**config.mk**
```make
export PLATFORM = sky130hd
export DESIGN_NAME = cmt_channel
export DESIGN_NICKNAME = d
export VERILOG_FILES = /design/src/rtl/cmt_pkg.sv /design/src/rtl/cmt_prescaler.sv /design/src/rtl/cmt_counter.sv /design/src/rtl/cmt_channel.sv
export SDC_FILE = /design/constraint.sdc
export NUM_CORES = 1
export LEC_CHECK = 0
export CORE_MARGIN = 8
export CORE_UTILIZATION = 45
export DETAILED_ROUTE_END_ITERATION = 10
export HOLD_SLACK_MARGIN = 0.1
export PLACE_DENSITY = 0.78
export SKIP_CTS_REPAIR_TIMING = 1
export SYNTH_ARGS = -nofsm -noshare
export SYNTH_HDL_FRONTEND = slang
export SYNTH_SLANG_ARGS = --single-unit
```
**constraint.sdc**
```tcl
create_clock -name clk -period 2.7 [get_ports clk]
set_clock_uncertainty 0.2 [all_clocks]
set_input_delay 0.81 -clock clk [delete_from_list [all_inputs] [get_ports clk]]
set_output_delay 0.81 -clock clk [all_outputs]
set_load 0.1 [all_outputs]
```
**src/rtl/cmt_pkg.sv**
```systemverilog
package cmt_pkg;
  localparam int OFS_CSR = 0;
  localparam int OFS_CNT = 1;
  localparam int OFS_CMP = 2;

  localparam logic [1:0] REQ_IRQ = 2'd2;

  typedef struct packed {
    logic       per;
    logic       ie;
    logic [1:0] req;
    logic [2:0] cks;
  } cfg_t;

  function automatic logic [15:0] csr_pack(input logic cmf, input logic ovf, input cfg_t c);
    return {cmf, ovf, 5'b0, c.per, c.ie, 1'b0, c.req, 1'b0, c.cks};
  endfunction
endpackage

```
**src/rtl/cmt_prescaler.sv**
```systemverilog
module cmt_prescaler #(
  parameter int PRE_W = 7
) (
  input  logic       clk,
  input  logic       rst_n,
  input  logic       run,
  input  logic       slow_tick,
  input  logic [2:0] cks,
  output logic       tick
);
  logic [PRE_W-1:0] pcnt;
  logic [PRE_W-1:0] lim;
  logic             valid;

  always_comb begin
    valid = 1'b1;
    case (cks)
      3'd4:    lim = PRE_W'(7);
      3'd5:    lim = PRE_W'(31);
      3'd6:    lim = PRE_W'(127);
      3'd7:    lim = '0;
      default: begin lim = '0; valid = 1'b0; end
    endcase
  end

  assign tick = run && valid && slow_tick && (pcnt >= lim);

  always_ff @(posedge clk or negedge rst_n) begin
    if (!rst_n)               pcnt <= '0;
    else if (!run || !valid)  pcnt <= '0;
    else if (slow_tick)       pcnt <= (pcnt >= lim) ? '0 : pcnt + 1'b1;
  end
endmodule

```
**src/rtl/cmt_counter.sv**
```systemverilog
module cmt_counter #(
  parameter int CNT_W = 32
) (
  input  logic             clk,
  input  logic             rst_n,
  input  logic             tick,
  input  logic             slow_tick,
  input  logic             periodic,
  input  logic [CNT_W-1:0] cmp,
  input  logic             wr_cnt,
  input  logic [CNT_W-1:0] wr_val,
  output logic [CNT_W-1:0] cnt,
  output logic             load_now,
  output logic             match_ev,
  output logic             ovf_ev
);
  logic             pend;
  logic             pend_half;
  logic [CNT_W-1:0] pend_val;
  logic             hit;

  assign load_now = pend && pend_half && slow_tick && !wr_cnt;
  assign hit      = (cnt == cmp);
  assign match_ev = tick && !load_now && hit;
  assign ovf_ev   = tick && !load_now && !hit && (cnt == {CNT_W{1'b1}});

  always_ff @(posedge clk or negedge rst_n) begin
    if (!rst_n) begin
      pend      <= 1'b0;
      pend_half <= 1'b0;
      pend_val  <= '0;
    end else if (wr_cnt) begin
      pend      <= 1'b1;
      pend_half <= 1'b0;
      pend_val  <= wr_val;
    end else if (pend && slow_tick) begin
      if (pend_half) pend <= 1'b0;
      pend_half <= ~pend_half;
    end
  end

  always_ff @(posedge clk or negedge rst_n) begin
    if (!rst_n)                  cnt <= '0;
    else if (load_now)           cnt <= pend_val;
    else if (tick && hit && periodic) cnt <= '0;
    else if (tick)               cnt <= cnt + 1'b1;
  end
endmodule

```
**src/rtl/cmt_channel.sv**
```systemverilog
module cmt_channel
  import cmt_pkg::*;
#(
  parameter int DATA_W = 32,
  parameter int CNT_W  = 32,
  parameter int ADDR_W = 4,
  parameter int NUM_CH = 8,
  parameter int CH_BIT = 2,
  parameter int PRE_W  = 7
) (
  input  logic              clk,
  input  logic              rst_n,
  input  logic              slow_tick,
  input  logic              wr_en,
  input  logic              wr_glb,
  input  logic [ADDR_W-1:0] wr_addr,
  input  logic [DATA_W-1:0] wr_data,
  input  logic              rd_glb,
  input  logic [ADDR_W-1:0] rd_addr,
  output logic [DATA_W-1:0] rd_data,
  output logic              irq
);
  localparam int WORD_W = ADDR_W - 2;

  logic [WORD_W-1:0] wr_word, rd_word;
  logic              wr_csr, wr_cnt, wr_cmp, wr_strt;
  cfg_t              cfg_q;
  logic              cmf_q, ovf_q, per_q;
  logic [CNT_W-1:0]  cmp_q, cnt_q;
  logic [NUM_CH-1:0] strt_q;
  logic              run, cnt_tick, load_now, match_ev, ovf_ev;
  logic              unused_bits;

  assign wr_word = wr_addr[ADDR_W-1:2];
  assign rd_word = rd_addr[ADDR_W-1:2];
  assign wr_strt = wr_en && wr_glb;
  assign wr_csr  = wr_en && !wr_glb && (wr_word == WORD_W'(OFS_CSR));
  assign wr_cnt  = wr_en && !wr_glb && (wr_word == WORD_W'(OFS_CNT));
  assign wr_cmp  = wr_en && !wr_glb && (wr_word == WORD_W'(OFS_CMP));
  assign run     = strt_q[CH_BIT];
  assign per_q   = cfg_q.per;
  assign unused_bits = ^{wr_addr[1:0], rd_addr[1:0], wr_data};

  always_ff @(posedge clk or negedge rst_n) begin
    if (!rst_n) begin
      cfg_q  <= '0;
      cmp_q  <= {CNT_W{1'b1}};
      strt_q <= '0;
    end else begin
      if (wr_csr) cfg_q  <= cfg_t'({wr_data[8:7], wr_data[5:4], wr_data[2:0]});
      if (wr_cmp) cmp_q  <= wr_data[CNT_W-1:0];
      if (wr_strt) strt_q <= wr_data[NUM_CH-1:0];
    end
  end

  // Flags: hardware set wins; a written 0 clears, a written 1 keeps.
  always_ff @(posedge clk or negedge rst_n) begin
    if (!rst_n) begin
      cmf_q <= 1'b0;
      ovf_q <= 1'b0;
    end else begin
      cmf_q <= match_ev || (cmf_q && !(wr_csr && !wr_data[15]));
      ovf_q <= ovf_ev   || (ovf_q && !(wr_csr && !wr_data[14]));
    end
  end

  cmt_prescaler #(.PRE_W(PRE_W)) pre_i (
    .clk(clk), .rst_n(rst_n), .run(run), .slow_tick(slow_tick),
    .cks(cfg_q.cks), .tick(cnt_tick)
  );

  cmt_counter #(.CNT_W(CNT_W)) cnt_i (
    .clk(clk), .rst_n(rst_n), .tick(cnt_tick), .slow_tick(slow_tick),
    .periodic(cfg_q.per), .cmp(cmp_q), .wr_cnt(wr_cnt),
    .wr_val(wr_data[CNT_W-1:0]), .cnt(cnt_q), .load_now(load_now),
    .match_ev(match_ev), .ovf_ev(ovf_ev)
  );

  always_comb begin
    rd_data = '0;
    if (rd_glb) rd_data = DATA_W'(strt_q);
    else begin
      case (rd_word)
        WORD_W'(OFS_CSR): rd_data = DATA_W'(csr_pack(cmf_q, ovf_q, cfg_q));
        WORD_W'(OFS_CNT): rd_data = DATA_W'(cnt_q);
        WORD_W'(OFS_CMP): rd_data = DATA_W'(cmp_q);
        default:          rd_data = '0;
      endcase
    end
  end

  assign irq = cmf_q && cfg_q.ie && (cfg_q.req == REQ_IRQ);
endmodule

```
==> reports/metrics.csv <==
metric,value,unit
outcome,"finished, violations left",
violated checks,setup timing,
dpl cell area,9310,um^2
Post-synth top cells,"dfrtp_1, nor2_1, mux2_2, nand2_1, dfstp_2",
Cells after DPL,1043,
worst r2r path cells,10,
CP max FO,7,
Worst Hold End,cnt_i.cnt[5],
Setup crit start kind,primary input,
Vias,6468,
"Async S/R FF share, synth",100,%
Clock Pin Slew Worst Setup and Hold Paths,60,ps
Tot GR Track Use,21.2,%
HP Class,reg2reg,
htree depth,4,
Reg-to-Reg End,cnt_i.cnt[27],
syn avg cell area,9.69,um^2
Slew Limit Fails,0,
largest cells by area after synthesis,"dfrtp_1, dfstp_2, mux2_2, nor2_1, xnor2_1",
worst hold stages,2,
initial core utilization,45.5,%
via count of the first global-routing pass,6447,
die area,20200,um^2
"Top FF cell, synth",dfrtp_1,
largest net degree at the start of global routing,57,
"Cell Area, Synth",7150,um^2
clock latency at the later pin of the worst-skew pair,430,ps
Nets,906,
Synthesized Nets,791,
flip-flop and latch count after synthesis,122,
DP HPWL,14.7,mm
"Worst Path Class, Setup",in2out,
CTS tree,built,
min-delay src,cnt_i.pend_val[5],
post-synthesis sequential area ratio,43.2,%
n_diodes,0,
Detailed Route WL,21.6,mm
Clock Sinks,122,
post-synth top area share,31.5,%
CP Capture Type,output port,
total power,8.07,mW
TritonCTS Buffers,17,
Die H,142,um
R2R Setup Slk,40,ps
RSZ-0062 raised after global routing,true,
final hold violation count,0,
Final Non-Filler Cells,1082,
max_slew headroom,58.5,%
clock period minus worst slack,2960,ps
Finish-stage setup viols,32,
DRT iter0 DRCs,874,
number of enable flip-flop cells after synthesis,0,
Worst Max-Slew Pin Slew,620,ps
wire per inst,20.0,um
I/O Pins,79,
cells after synthesis,738,
synthesis-to-layout area growth,43.0,%
crit share post-route,110,%
design area,10200,um^2
hold slack,285,ps
leakage,4.12,nW
Max Cap Viol,0,
CTS Buffer Depth,2,
"count leader, synth",dfrtp_1,
chip width,142,um
Buffers on Ports,74,
first-pass GRT wire length,33.9,mm
Synth Warn #,0,
initial antenna violation count,0,
Synth cell types,59,
TritonRoute pass-1 iters,5,
Final Wtd Congestion,0.946,
worst vdd ir,0.643,mV
Setup WS post-layout,-261,ps
Final ANT Viol Nets,0,
pwr dens,789,nW/um^2
cell row count,46,
Final TNS setup,-6100,ps
via/cell ratio,5.98,
f_max,338,MHz
drt drc,0,
Root Driver,clkbuf_16,
reg2reg start,cfg_q[0],
layout cells sized above 1,40.3,%
post-synth top area cell,dfrtp_1,
grt ovf,0,
"Req. time, crit path",1690,ps
arrival time worst endpoint,1950,ps
Core ar.,15700,um^2
power by group:
part           internal [mW]  leakage, nW  switching (mW)
Combinational           1.26         2.45            1.60
Sequential              2.32         1.38           0.540
Clock                   1.52        0.291           0.839
Total                   5.09         4.12            2.98
cell families (layout without fill, tap and decap cells):
| kind of cell | after synthesis | count (layout) | synth area share [%] |
|---|---|---|---|
| and+or+nand+nor | 260 | 260 | 19.0 |
| AOI/OAI and AO/OA | 153 | 153 | 14.1 |
| DFF | 122 | 122 | 43.2 |
| muxes | 82 | 82 | 12.7 |
| buffers and inverters | 79 | 207 | 5.21 |
| xor gates and xnor gates | 35 | 35 | 4.50 |
| adders and majority gates | 7 | 7 | 1.22 |
stage by stage:
step / worst slack, ps / utilization [%]
6_report: -261 / 65.1
5_1_grt: -292 / 65.1
4_1_cts: -715 / 63.2
3_5_place_dp: -708 / 59.3
3_3_place_gp: -657 / 59.3
2_1_floorplan: -228 / -
cell type report:
cell class | count | area, um^2
fillers | 1125 | 5490
multi-input cells | 537 | 4240
flip-flops and latches | 122 | 3090
repair buffers | 158 | 1940
clock buffers | 21 | 470
well taps | 216 | 270
clock inverters | 11 | 144
inverters | 17 | 63.8
critical path, stage by stage:
cell,delay [ps]
buf_6,80
buf_8,120
nor2b_4,220
buf_6,170
buf_12,130
a22oi_2,90
nor2_4,140
buf_12,180
worst max-delay path by stage:
stage / slack (ps) / to / from
2_1_floorplan: -230 / rd_data[6] / rd_addr[3]
3_3_place_gp: -660 / rd_data[3] / rd_addr[3]
3_5_place_dp: -710 / rd_data[29] / rd_addr[3]
4_1_cts: -710 / rd_data[29] / rd_addr[3]
5_1_grt: -290 / rd_data[26] / rd_addr[3]
6_report: -260 / rd_data[26] / rd_addr[3]
registers in the layout (all words and copies together) (netlist names), 6 cells and up:
| signal | count |
|---|---|
| cnt_i.pend_val | 32 |
| cmp_q | 32 |
| pre_i.pcnt | 7 |
| strt_q | 8 |
| cfg_q | 6 |
| cnt_i.cnt | 32 |
layout by cell type, fill, tap and decap left out, types with 23 or more instances in the layout:
cell type,count
dfrtp_1,89
mux2_2,72
nand2_1,64
buf_4,61
nor2_1,52
buf_12,49
clkdlybuf4s50_1,36
dfstp_2,32
xnor2_1,31
nor2_4,24
nand3_1,24
a31oi_1,24
a22oi_2,23
routing by layer:
metal  up-vias  global-route usage, %  routed length, um  part of all wire (%)
li1       2919                      -                  -                     -
met1      3131                   27.3               8910                    41
met2       346                   33.7              10300                    48
met3        72                   5.20               1680                   7.8
met4         0                   7.69                718                   3.3
met5         -                      0                  0                     0
(Power assumes the default switching activity.)
